`src/rtl/ptm_pkg.sv`:
```
// ptm_pkg: shared widths, control byte layout and mode codes for the triple
// interval timer. Assumes an 8-bit host bus and 16-bit counters.
package ptm_pkg;
    localparam int NUM_TMR = 3;
    localparam int CNT_W   = 16;
    localparam int BUS_W   = CNT_W / 2;

    // Control byte, most significant field first (bit 7 .. bit 0).
    typedef struct packed {
        logic       out_en;   // bit 7
        logic       irq_en;   // bit 6
        logic [2:0] op_mode;  // bits 5:3
        logic       dual8;    // bit 2
        logic       int_clk;  // bit 1
        logic       special;  // bit 0: hold (timer 1) / steering (timer 2)
    } tmr_ctrl_t;

    localparam logic [2:0] MODE_CONT = 3'b000;
endpackage

```
`src/rtl/ptm_in_sync.sv`:
```
// ptm_in_sync: multi-stage synchroniser for asynchronous per-timer inputs.
// Assumes inputs are slow relative to clk; reset value of every stage is 0.
module ptm_in_sync #(
    parameter int W      = 3,
    parameter int STAGES = 2
) (
    input  logic         clk,
    input  logic         rst_n,
    input  logic [W-1:0] d_in,
    output logic [W-1:0] d_sync
);
    logic [W-1:0] stg_q [STAGES];

    // Shift the raw inputs through the synchroniser chain.
    always_ff @(posedge clk) begin
        if (!rst_n) begin
            for (int s = 0; s < STAGES; s++) stg_q[s] <= '0;
        end else begin
            stg_q[0] <= d_in;
            for (int s = 1; s < STAGES; s++) stg_q[s] <= stg_q[s-1];
        end
    end

    assign d_sync = stg_q[STAGES-1];
endmodule

```
`src/rtl/ptm_timer_chan.sv`:
```
// ptm_timer_chan: one 16-bit down-counter with continuous reload, square
// wave output and expiry flag. Supports 16-bit and dual 8-bit counting.
// Assumes ext_lvl and gate_hi are already synchronised to clk.
module ptm_timer_chan #(
    parameter int CW = 16
) (
    input  logic          clk,
    input  logic          rst_n,
    input  logic          hold,
    input  logic          int_clk,
    input  logic          dual8,
    input  logic [2:0]    op_mode,
    input  logic          out_en,
    input  logic          ext_lvl,
    input  logic          gate_hi,
    input  logic [CW-1:0] latch_val,
    input  logic          load_en,
    input  logic [CW-1:0] load_val,
    input  logic          flag_clr,
    output logic [CW-1:0] count,
    output logic          tout,
    output logic          flag
);
    import ptm_pkg::*;

    localparam int HW = CW / 2;
    localparam logic [CW-1:0] ONE_F = CW'(1);
    localparam logic [HW-1:0] ONE_H = HW'(1);

    logic [CW-1:0] count_q, count_d;
    logic          out_q, flag_q, ext_prev_q;
    logic          tick, run, expire, low_empty;

    assign tick      = int_clk | (ext_lvl & ~ext_prev_q);
    assign run       = !hold && !gate_hi && (op_mode == MODE_CONT) && tick;
    assign expire    = run && (count_q == '0);
    assign low_empty = (count_q[HW-1:0] == '0);

    // Next count: reload under hold, otherwise decrement or reload on expiry.
    always_comb begin
        count_d = count_q;
        if (hold) begin
            if (load_en) count_d = load_val;
        end else if (run) begin
            if (expire)
                count_d = latch_val;
            else if (dual8 && low_empty)
                count_d = {count_q[CW-1:HW] - ONE_H, latch_val[HW-1:0]};
            else
                count_d = count_q - ONE_F;
        end
    end

    // Register count, output phase, expiry flag and external clock history.
    always_ff @(posedge clk) begin
        if (!rst_n) begin
            count_q    <= '1;
            out_q      <= 1'b0;
            flag_q     <= 1'b0;
            ext_prev_q <= 1'b0;
        end else begin
            count_q    <= count_d;
            ext_prev_q <= ext_lvl;
            if (hold) begin
                out_q  <= 1'b0;
                flag_q <= 1'b0;
            end else begin
                if (expire) out_q <= ~out_q;
                if (expire)        flag_q <= 1'b1;
                else if (flag_clr) flag_q <= 1'b0;
            end
        end
    end

    assign count = count_q;
    assign tout  = out_q & out_en;
    assign flag  = flag_q;


    hold_freeze_chk: assert property (@(posedge clk) disable iff (!rst_n)
        (hold && !load_en) |=> $stable(count_q));

    gate_freeze_chk: assert property (@(posedge clk) disable iff (!rst_n)
        (!hold && gate_hi) |=> $stable(count_q));

    mode_freeze_chk: assert property (@(posedge clk) disable iff (!rst_n)
        (!hold && op_mode != MODE_CONT) |=> $stable(count_q));

    reload_chk: assert property (@(posedge clk) disable iff (!rst_n)
        (run && count_q == '0) |=> (count_q == $past(latch_val)));

    toggle_only_on_expiry_chk: assert property (@(posedge clk) disable iff (!rst_n)
        (!hold && !expire) |=> $stable(out_q));

    flag_clear_path_chk: assert property (@(posedge clk) disable iff (!rst_n)
        ($fell(flag_q) && !$past(hold)) |-> $past(flag_clr));
endmodule

```
`src/rtl/ptm_bus_regs.sv`:
```
// ptm_bus_regs: host-side register file. Decodes the eight byte addresses,
// holds control bytes, reload registers, the shared staging byte and the
// flag-clear arming bits; forms read data, status and interrupt.
// Assumes one access per cycle with bus_en high; reads take effect at the edge.
module ptm_bus_regs
    import ptm_pkg::*;
#(
    parameter int NT = NUM_TMR,
    parameter int CW = CNT_W
) (
    input  logic             clk,
    input  logic             rst_n,
    input  logic             bus_en,
    input  logic             bus_rw,
    input  logic [2:0]       bus_rs,
    input  logic [CW/2-1:0]  bus_wdata,
    output logic [CW/2-1:0]  bus_rdata,
    output logic             irq_n,
    input  logic [CW-1:0]    count [NT],
    input  logic [NT-1:0]    flags,
    output tmr_ctrl_t        ctrl [NT],
    output logic             hold,
    output logic [CW-1:0]    latch [NT],
    output logic [NT-1:0]    load_en,
    output logic [CW-1:0]    load_val,
    output logic [NT-1:0]    flag_clr
);
    localparam int HW = CW / 2;

    tmr_ctrl_t     cr_q [NT];
    logic [CW-1:0] latch_q [NT];
    logic [HW-1:0] stage_q;
    logic [NT-1:0] arm_q, arm_d;
    logic [NT-1:0] ien, wr_hi, wr_lo, rd_hi, rd_lo;
    logic          wr, rd, comp;
    logic [HW-1:0] status;

    assign wr = bus_en & ~bus_rw;
    assign rd = bus_en &  bus_rw;

    // Per-timer address hits for the high and low byte addresses.
    always_comb begin
        for (int t = 0; t < NT; t++) begin
            wr_hi[t] = wr && (bus_rs[2:1] == 2'(t + 1)) && !bus_rs[0];
            wr_lo[t] = wr && (bus_rs[2:1] == 2'(t + 1)) &&  bus_rs[0];
            rd_hi[t] = rd && (bus_rs[2:1] == 2'(t + 1)) && !bus_rs[0];
            rd_lo[t] = rd && (bus_rs[2:1] == 2'(t + 1)) &&  bus_rs[0];
            ien[t]   = cr_q[t].irq_en;
        end
    end

    assign comp     = |(flags & ien);
    assign status   = {comp, {(HW - 1 - NT){1'b0}}, flags};
    assign irq_n    = ~comp;
    assign load_val = {stage_q, bus_wdata};
    assign load_en  = wr_lo;
    assign flag_clr = rd_hi & arm_q;
    assign hold     = cr_q[0].special;

    // Arming: a status read snapshots the flags, a counter read consumes one.
    always_comb begin
        arm_d = arm_q;
        if (rd && bus_rs == 3'd1) arm_d = flags;
        for (int t = 0; t < NT; t++)
            if (rd_hi[t]) arm_d[t] = 1'b0;
    end

    // Register writes, staging byte capture and arming state.
    always_ff @(posedge clk) begin
        if (!rst_n) begin
            for (int t = 0; t < NT; t++) begin
                cr_q[t]    <= '0;
                latch_q[t] <= '1;
            end
            cr_q[0].special <= 1'b1;
            stage_q <= '0;
            arm_q   <= '0;
        end else begin
            arm_q <= arm_d;
            if (wr && bus_rs == 3'd0) begin
                if (cr_q[1].special) cr_q[0]    <= tmr_ctrl_t'(bus_wdata);
                else                 cr_q[NT-1] <= tmr_ctrl_t'(bus_wdata);
            end
            if (wr && bus_rs == 3'd1) cr_q[1] <= tmr_ctrl_t'(bus_wdata);
            for (int t = 0; t < NT; t++) begin
                if (wr_hi[t]) stage_q    <= bus_wdata;
                if (rd_hi[t]) stage_q    <= count[t][HW-1:0];
                if (wr_lo[t]) latch_q[t] <= {stage_q, bus_wdata};
            end
        end
    end

    // Read data multiplexer.
    always_comb begin
        bus_rdata = '0;
        if (rd && bus_rs == 3'd1) bus_rdata = status;
        for (int t = 0; t < NT; t++) begin
            if (rd_hi[t]) bus_rdata = count[t][CW-1:HW];
            if (rd_lo[t]) bus_rdata = stage_q;
        end
    end

    assign ctrl  = cr_q;
    assign latch = latch_q;

    generate
        for (genvar g = 0; g < NT; g++) begin : g_latch_chk

            latch_load_chk: assert property (@(posedge clk) disable iff (!rst_n)
                wr_lo[g] |=> (latch_q[g] == $past({stage_q, bus_wdata})));
        end
    endgenerate


    route_chk: assert property (@(posedge clk) disable iff (!rst_n)
        (wr && bus_rs == 3'd0 && !cr_q[1].special) |=> $stable(cr_q[0]));
endmodule

```
`src/rtl/ptm_triple_timer.sv`:
```
// ptm_triple_timer: top level of the triple interval timer. Synchronises
// the external clocks and gates, instantiates the register file and one
// counter channel per timer. Assumes all bus signals are synchronous to clk.
module ptm_triple_timer
    import ptm_pkg::*;
#(
    parameter int SYNC_STAGES = 2
) (
    input  logic                clk,
    input  logic                rst_n,
    input  logic                bus_en,
    input  logic                bus_rw,
    input  logic [2:0]          bus_rs,
    input  logic [BUS_W-1:0]    bus_wdata,
    output logic [BUS_W-1:0]    bus_rdata,
    output logic                irq_n,
    input  logic [NUM_TMR-1:0]  tmr_clk,
    input  logic [NUM_TMR-1:0]  tmr_gate_n,
    output logic [NUM_TMR-1:0]  tmr_out
);
    logic [NUM_TMR-1:0] clk_s, gate_s, flags, load_en, flag_clr;
    logic [CNT_W-1:0]   count [NUM_TMR];
    logic [CNT_W-1:0]   latch [NUM_TMR];
    logic [CNT_W-1:0]   load_val;
    tmr_ctrl_t          ctrl  [NUM_TMR];
    logic               hold;

    ptm_in_sync #(.W(2 * NUM_TMR), .STAGES(SYNC_STAGES)) u_sync (
        .clk    (clk),
        .rst_n  (rst_n),
        .d_in   ({tmr_gate_n, tmr_clk}),
        .d_sync ({gate_s, clk_s})
    );

    ptm_bus_regs #(.NT(NUM_TMR), .CW(CNT_W)) u_regs (
        .clk       (clk),
        .rst_n     (rst_n),
        .bus_en    (bus_en),
        .bus_rw    (bus_rw),
        .bus_rs    (bus_rs),
        .bus_wdata (bus_wdata),
        .bus_rdata (bus_rdata),
        .irq_n     (irq_n),
        .count     (count),
        .flags     (flags),
        .ctrl      (ctrl),
        .hold      (hold),
        .latch     (latch),
        .load_en   (load_en),
        .load_val  (load_val),
        .flag_clr  (flag_clr)
    );

    generate
        for (genvar g = 0; g < NUM_TMR; g++) begin : g_chan
            ptm_timer_chan #(.CW(CNT_W)) u_chan (
                .clk       (clk),
                .rst_n     (rst_n),
                .hold      (hold),
                .int_clk   (ctrl[g].int_clk),
                .dual8     (ctrl[g].dual8),
                .op_mode   (ctrl[g].op_mode),
                .out_en    (ctrl[g].out_en),
                .ext_lvl   (clk_s[g]),
                .gate_hi   (gate_s[g]),
                .latch_val (latch[g]),
                .load_en   (load_en[g]),
                .load_val  (load_val),
                .flag_clr  (flag_clr[g]),
                .count     (count[g]),
                .tout      (tmr_out[g]),
                .flag      (flags[g])
            );
        end
    endgenerate


    out_mask_chk: assert property (@(posedge clk) disable iff (!rst_n)
        (!ctrl[0].out_en) |-> !tmr_out[0]);
endmodule

```
`config.mk`:
```
export PLATFORM = sky130hd
export DESIGN_NAME = ptm_triple_timer
export DESIGN_NICKNAME = d
export VERILOG_FILES = /design/src/rtl/ptm_pkg.sv /design/src/rtl/ptm_in_sync.sv /design/src/rtl/ptm_timer_chan.sv /design/src/rtl/ptm_bus_regs.sv /design/src/rtl/ptm_triple_timer.sv
export SDC_FILE = /design/constraint.sdc
export NUM_CORES = 1
export LEC_CHECK = 0
export BUFFER_PORTS_ARGS = -buffer_cell sky130_fd_sc_hd__buf_2
export CAP_MARGIN = 20
export CORE_MARGIN = 3
export CORE_UTILIZATION = 39
export CTS_BUF_LIST = sky130_fd_sc_hd__clkbuf_8 sky130_fd_sc_hd__clkbuf_16
export CTS_CLUSTER_SIZE = 24
export DETAILED_ROUTE_END_ITERATION = 10
export GPL_TIMING_DRIVEN = 0
export PLACE_DENSITY_LB_ADDON = 0.2
export SETUP_SLACK_MARGIN = 0.4
export SYNTH_ARGS = -nofsm -noshare
export SYNTH_HDL_FRONTEND = slang
export SYNTH_SLANG_ARGS = --single-unit
```
`constraint.sdc`:
```
create_clock -name clk -period 2.35 [get_ports clk]
set_input_delay 0.235 -clock clk [delete_from_list [all_inputs] [get_ports clk]]
set_output_delay 0.235 -clock clk [all_outputs]
set_load 0.005 [all_outputs]
```
# == Word level (Yosys, flattened, before mapping) ==
# Memory sizes are Yosys's and may differ from the RTL's.
# Cells that the tools add are included.
# word_totals
regBits,139
ramBits,12
output_inout_bits,12
wordCells,181
n_memories,1
# mem_list
memory,words,width,read_ports,rd_clocked_by_memory_dff,wr,line,text
u_sync.stg_q,2,6,2,0,2,ptm_in_sync.sv:12,logic [W-1:0] stg_q [STAGES];
# op_classes
n_addsub,6
eq_ne,7
muxes,38
n_bitwise,25
n_reduce_logical,68
# ops
op,n
16-bit 2-to-1 mux,15
8-bit 2-to-1 mux,13
16-bit logical NOT,3
"16-bit by 1-bit subtractor with 16-bit output, second input constant",3
1-bit logical AND,36
8-bit logical NOT,3
"8-bit by 1-bit subtractor with 8-bit output, second input constant",3
3-bit logical NOT,4
6-bit 2-to-1 mux,2
2-bit nonzero test,6
1-bit NOT,10
2-bit AND reduction,5
1-bit AND,8
1-bit 2-to-1 mux,8
2-bit OR reduction,4
3-bit AND,2
"2-bit by 1-bit inequality test with 1-bit output, second input constant",3
6-bit nonzero test,1
1-bit logical NOT,5
1-bit bitwise OR,5
"2-bit equality test, second input constant",2
"3-bit by 1-bit equality test with 1-bit output, second input constant",1
3-bit OR reduction,1
"2-bit by 1-bit equality test with 1-bit output, second input constant",1

# == Depth between registers and ports, before layout ==
# Gate-level depths: netlist (run 1).
# logic_depth
word_depth,10
mapped_depth,9

# == Modules after synthesis ==
# Synthesis (run 1) repeated with hierarchy kept, for this count alone.
# unflattened
hier_cells,1026
area_unflattened_um2,8613.3
# modules_own_cells
mod,instances,cells_per_inst,area_each_um2,seq_area_each_um2
ptm_bus_regs,1,456,3941.3,1661.6
ptm_timer_chan at g_chan[0].u_chan ...,2,179,1428.9,380.4
ptm_timer_chan at g_chan[2].u_chan,1,181,1432.6,380.4
ptm_in_sync,1,31,381.6,240.2

# == Worst setup path before layout (run 1) ==
# No wires, ideal clock.
# synth_timing
path_kind,reg2reg
startpoint,reg g_chan[0].u_chan.count_q[1]
endpoint,reg g_chan[0].u_chan.count_q[3]
t_arrival_ps,2311
required_time_ps,2198
path_slack_ps,-113
stages_incl_launch_ff,10
cell_sequence,dfxtp_1 -> clkbuf_1 -> inv_1 -> ha_1 -> or4bb_1 -> or4_4 -> o21ai_2 -> buf_6 -> mux2i_1 -> o221ai_1
# synth_between
elab_chain_cells,6
elab_cells_between_ends,9
cone_classes,add/sub: 1; mux: 4; reduce/logical: 4
# synth_rtl
item,line,text
"start, declared",ptm_timer_chan.sv:30,"logic [CW-1:0] count_q, count_d;"
"start signal, assigned",ptm_timer_chan.sv:62,count_q <= count_d;
branches (longest 3 deep; another with 16-bit by 1-bit subtractor with 16-bit output),--,
16-bit 2-to-1 mux (*),ptm_timer_chan.sv:45,if (expire)
16-bit 2-to-1 mux (*),ptm_timer_chan.sv:44,end else if (run) begin
16-bit 2-to-1 mux (*),ptm_timer_chan.sv:42,if (hold) begin
# Mark *: on every way between the ends. The select of a mux whose other input is x is not followed.
# A chain may end at the register's enable or synchronous reset.

# == Final worst setup path (run 1) ==
# layout_timing
startpoint,reg g_chan[0].u_chan.count_q[8]
endpoint,reg g_chan[0].u_chan.count_q[1]
# layout_between
elab_chain_cells,5
# layout_rtl
item,line,text
16-bit logical NOT,ptm_timer_chan.sv:36,assign expire = run && (count_q == '0);
1-bit logical AND,ptm_timer_chan.sv:36,
16-bit 2-to-1 mux,ptm_timer_chan.sv:45,
16-bit 2-to-1 mux,ptm_timer_chan.sv:44,
16-bit 2-to-1 mux,ptm_timer_chan.sv:42,
# Every way passes these cells. The select of a mux whose other input is x is not followed.

==> results of run 1 <==
-- where the power goes --
part | internal, W | switching, W
combinational | 0.000171 | 0.000355
clock | 0.00161 | 0.00130
sequential | 0.00261 | 0.0000859
total | 0.00440 | 0.00174
-- synthesized netlist by cell type (4+ instances only) --
cell type	number	share of area (%)
nand4b_1	5	0.53
a22oi_1	6	0.55
a21oi_1	61	3.7
nor2b_1	7	0.53
o211ai_1	11	1.0
nand2_1	189	8.6
clkbuf_1	69	3.1
nand4_1	7	0.53
o221ai_1	19	2.0
dfxtp_1	151	37
a211o_1	11	1.2
o21ai_0	32	1.9
or4_1	6	0.55
and3_1	6	0.46
a32oi_1	11	1.2
nand3_1	69	4.2
nor4_1	11	0.84
o211a_1	6	0.73
buf_4	4	0.36
a31oi_1	15	1.1
a211oi_1	12	1.1
inv_1	39	1.8
xor2_1	7	0.74
a21o_1	6	0.55
mux2i_1	21	2.6
a221oi_1	11	1.2
o31ai_1	6	0.55
nor3_1	44	2.7
a21boi_0	4	0.36
ha_1	9	1.4
nor3b_1	5	0.46
nand2b_1	10	0.76
xnor2_1	12	1.3
and2_1	28	2.1
or3_1	11	0.84
nor2_1	81	3.7
-- state kept, by name, indices dropped and copies added (netlist names) --
signal and count:
u_regs.hold 1, u_sync.stg_q 12, g_chan.u_chan.flag 3, g_chan.u_chan.count 48, u_regs.latch 48, g_chan.u_chan.out_q 3
u_regs.stage_q 8, u_regs.arm_q 3, u_regs.ctrl 22, g_chan.u_chan.ext_prev_q 3
-- layer usage --
metal  up-vias  track usage [%]  share of wire [%]
met5         -                0                  0
met4         0             11.4                3.5
met3        91             6.19                9.3
met2       500             45.4                 45
met1      4354             41.0                 42
li1       4147                -                  -
-- worst max-delay path: cells and delay by family, from the launching register on --
family	cells	cell delay, ns
AO/OA/AOI/OAI	2	0.36
adder cells (fa/ha/maj)	1	0.13
buffers and inverters	2	0.22
flip-flops	1	0.36
multiplexers	1	0.17
AND/OR/NAND/NOR	2	0.99
-- area by class of cell --
type | count | share of cell area, %
Clock inverter | 15 | 1.63
Sequential cell | 151 | 27.9
Buffer | 81 | 4.41
Inverter | 39 | 1.51
Tap cell | 270 | 3.06
Timing Repair Buffer | 107 | 8.26
Multi-Input combinational cell | 807 | 49.4
Clock buffer | 17 | 3.86
-- cell families (layout without fill, tap and decap cells) --
family,after synthesis,count (layout),synth area share [%]
flip-flops,151,151,36.7
multiplexers,22,22,2.69
XOR/XNOR,19,19,2.02
AND/OR/NAND/NOR,503,503,29.7
AO/OA/AOI/OAI,253,254,21.7
adder cells (fa/ha/maj),9,9,1.37
buffers and inverters,120,259,5.91
-- metrics by stage --
stage          cell area (um2)  std cells  setup WS, ns  setup TNS [ns]  power [W]
5_1_grt                  11000       1487        -0.132           -1.23    0.00628
4_1_cts                  10400       1456        -0.170           -1.61    0.00609
3_3_place_gp              8880       1369        -0.697          -22.29    0.00320
6_report                 11000       1487       -0.0708          -0.410    0.00614
2_1_floorplan             8430       1077      -0.00463        -0.00925    0.00299
3_5_place_dp              8880       1369        -0.703          -22.93    0.00320
-- path summary, 6_finish.rpt --
kind,start,end,slack (ns),depth (start not counted)
setup / recovery,g_chan[0].u_chan.count[8],g_chan[0].u_chan.count[1],-0.07,8
hold / removal,bus_wdata[0],u_regs.ctrl[8],0.23,3
setup reg to reg,g_chan[0].u_chan.count[8],g_chan[0].u_chan.count[1],-0.07,8
hold reg to reg,u_sync.stg_q[0][4],u_sync.stg_q[0][10],0.44,1
-- timing repair --
| item | CTS | global route |
|---|---|---|
| pin swaps | 36 | 52 |
| hold buffers | 5 | 1 |
| setup endpoints to repair | 94 | 83 |
| gates resized for setup | 144 | 94 |
| cloned | 3 | 0 |
| hold endpoints to repair | 5 | 1 |
| setup buffers | 47 | 29 |
==> impl_metrics.ini, run 1 <==
[finish]
final_common_cell = nand2_1
area_growth_pct = 33.8
drive_gt1_share_pct = 27.2
final-seq-area_um2 = 3070
multi_input_area_um2 = 5450
layout_common_cells = 186 x nand2_1, 126 x dfxtp_1, 75 x nor2_1, 65 x nand3_1, 57 x buf_4
final_nets = 1234
n_antenna_cell = 0
fillers = 1981
final_core_util_pct = 53.8

[floorplan]
io_pins = 33
num_rows = 52
die_area_um2 = 22900
die_y_um = 151
fp.coreArea_um2 = 20500
start_util_pct = 40.2
chipWidth_um = 151

[run_status]
violations = setup timing
outcome = finished, violations left

[global_route]
grt_usage_pct = 29.7
grt_pass1_wl_um = 50300
grt_max_degree = 17
gr-total-overflow = 0
grt_pass1_vias = 8238
antenna_found_initial = 0

[sta]
slew_headroom_pct = 43.3
hold-worst-slack_ns = 0.228
setup_viol = 12
final_hold_viol_count = 0
rsz0062_at_grt = true
skew_ns = 0.0130
worst_pin_slew_ns = 0.851
min_period_over_period_pct = 103
drv_slew = 0
fin_crit_ns = 2.42
fmax_ghz = 0.413
fin_ws_ns = -0.0708

[drt]
vias_per_cell = 6.11
drc = 0
drt_iter0_drc = 1149
wl_per_cell_um = 23.2
routed_wirelength_um = 34600
vias = 9092
antenna_left = 0
drtPass1Iterations = 6

[critical_path]
crit_path_end_kind = flop
cp_slowest_stage_delay_ns = 0.52
critical_path.slowest_cell = or4bb_4
cp-start-kind = flop
crit_required_ns = 2.61
cp_cell_sequence = inv_4, ha_4, or4bb_4, or4_4, o21ai_4, buf_6, mux2i_1, o221ai_1
critPathMaxFanout = 5
crit_arrival_ns = 2.68
path_class = flop to flop

[synth]
synth_cells = 1077
synth_seq_area_share_pct = 36.7
dominantRegCellSynth = dfxtp_1
yosys_register_bits = 151
synth_area_per_cell_um2 = 7.65
postSynth.asyncResetShare_pct = 0
synth_edf_count = 0
synth_warnings = 0
syn_area_um2 = 8240
synthesis.nets = 1107
ys_types = 80

[cts]
clock-sinks = 151
cts.htree.levels = 4
clk-insertion-delay-late_ns = 0.44
cts_buffers = 17
cts_root_buffer = clkbuf_16
clkTransAtPathRegs_ns = 0.07
cts_tree = built
ctsLongestPathBuffers = 2

[min_path]
hp-class = primary input to flop

[place]
port_buffers = 22
hpwl_um = 23800
place_congestion = 0.981

[flow_run]
cap_violations = 0

[power]
power.density_nw_per_um2 = 557
p_leak_nw = 4.45
ir_drop_v = 0.000468
Power figures use the tool's default switching activity.
==> run 2, diff against run 1 <==
==> constraint.sdc (replaced) <==
create_clock -name clk -period 2.35 [get_ports clk]
set_input_delay 0.47 -clock clk [delete_from_list [all_inputs] [get_ports clk]]
set_output_delay 0.47 -clock clk [all_outputs]
set_load 0.005 [all_outputs]
==> run 2 against run 1 <==
The run still ends with setup timing left; sequential power about the same; die area unchanged; critical path type unchanged; sequential share of layout area is 1.1 points lower; largest power group unchanged; clock-buffer cell count stayed put.
==> impl_metrics.ini, run 2 (same netlist as run 1, synthesis figures left out) <==
[place]
port_buffers = 22
dpl-instance-area_um2 = 8980
hpwl_um = 23800
numPlacedInstances = 1371
place_congestion = 0.966

[drt]
met2_length_um = 15600
drc = 0
met3WireLength_um = 3260
drtPass1Iterations = 5
routed.top_layer = met4
drt_iter0_drc = 1143
vias_per_cell = 6.13
vias = 9205
routed_wirelength_um = 35000
wl_per_cell_um = 23.3
antenna_left = 0
drt-met1-wl_um = 14600

[sta]
fin_ws_ns = -0.0543
skew_ns = 0.00994
hold-worst-slack_ns = 0.231
setup_viol = 9
final_hold_viol_count = 0
worst_pin_slew_ns = 0.855
rsz0062_at_grt = true
slew_headroom_pct = 43.0
drv_slew = 0
min_period_over_period_pct = 102
fmax_ghz = 0.416
fin_crit_ns = 2.40

[cts]
cts_tree = built
cts.htree.levels = 4
clock-sinks = 151
ctsLongestPathBuffers = 2
ctsHoldBuffers = 0
clkTransAtPathRegs_ns = 0.07
clk-insertion-delay-late_ns = 0.44
cts_root_buffer = clkbuf_16
cts_buffers = 17

[floorplan]
chipWidth_um = 151
die_area_um2 = 22900
io_pins = 33
fp.coreArea_um2 = 20500
die_y_um = 151
start_util_pct = 40.2
num_rows = 52

[global_route]
antenna_found_initial = 0
gr-total-overflow = 0
grt_pass1_vias = 8369
grt_max_degree = 18
grt_pass1_wl_um = 51100
grt_usage_pct = 29.9

[power]
ir_drop_v = 0.000569
p_leak_nw = 4.67
power_w = 0.00617
power.density_nw_per_um2 = 535

[finish]
n_antenna_cell = 0
final_common_cell = nand2_1
final_nets = 1249
layout_common_cells = 185 x nand2_1, 118 x dfxtp_1, 76 x buf_4, 75 x nor2_1, 67 x nand3_1
final_core_util_pct = 56.3
stdcell_count = 1502
area_growth_pct = 39.9
fillers = 1816
stdcell_area_um2 = 11500
drive_gt1_share_pct = 31.4

[critical_path]
crit_required_ns = 2.62
cp-start-kind = flop
path_class = flop to flop
crit_path_end_kind = flop
crit_arrival_ns = 2.67
critPathMaxFanout = 5

[flow_run]
cap_violations = 0

[min_path]
hp-class = primary input to flop

[run_status]
violations = setup timing
outcome = finished, violations left
==> run 2: layout make-up <==
| type | count | area [um2] | share of cell area [%] |
|---|---|---|---|
| Multi-Input combinational cell | 807 | 5610 | 48.6 |
| Sequential cell | 151 | 3090 | 26.8 |
| Timing Repair Buffer | 122 | 1060 | 9.23 |
| Buffer | 81 | 649 | 5.63 |
| Clock buffer | 17 | 425 | 3.69 |
| Tap cell | 270 | 338 | 2.93 |
| Clock inverter | 15 | 179 | 1.55 |
| Inverter | 39 | 175 | 1.52 |
==> run 2: critical path, cell delays in order (launching register included) <==
cell	delay, ns
dfxtp_4	0.37
inv_4	0.06
ha_4	0.12
or4bb_4	0.54
or4_4	0.47
o21ai_4	0.21
buf_6	0.16
mux2i_1	0.19
o221ai_1	0.12
==> run 2: what timing repair did <==
action | CTS | global route
resized for setup | 205 | 99
setup endpoints to repair | 86 | 88
cloned | 3 | 1
pin swaps | 60 | 58
setup buffers | 59 | 36
==> run 2: report_power, final <==
group	switching (W)	total, W	internal, W	leakage [nW]
sequential	0.0000899	0.00270	0.00261	1.23
combinational	0.000369	0.000597	0.000229	3.15
clock	0.00134	0.00287	0.00153	0.295
total	0.00180	0.00617	0.00437	4.67
==> run 2: routing by layer <==
metal  GRT usage, %  vias to the layer above
li1               -                     4177
met3           7.69                      104
met1           40.4                     4432
met4           11.8                        0
met2           45.5                      492
met5              0                        -
==> run 2: final timing paths <==
kind | from | endpoint | slack, ns | depth (start not counted)
setup / recovery | g_chan[0].u_chan.count[8] | g_chan[0].u_chan.count[1] | -0.05 | 8
hold / removal | tmr_gate_n[1] | u_sync.stg_q[0][4] | 0.23 | 2
hold reg to reg | u_sync.stg_q[0][3] | u_sync.stg_q[0][9] | 0.43 | 1
setup reg to reg | g_chan[0].u_chan.count[8] | g_chan[0].u_chan.count[1] | -0.05 | 8
==> run 2: through the flow <==
step / setup slack (ns) / TNS, ns
finish: -0.0543 / -0.241
global route: -0.0716 / -0.709
CTS: -0.141 / -1.32
detailed placement: -0.641 / -20.89
global placement: -0.672 / -19.87
floorplan: -0.00463 / -0.00925
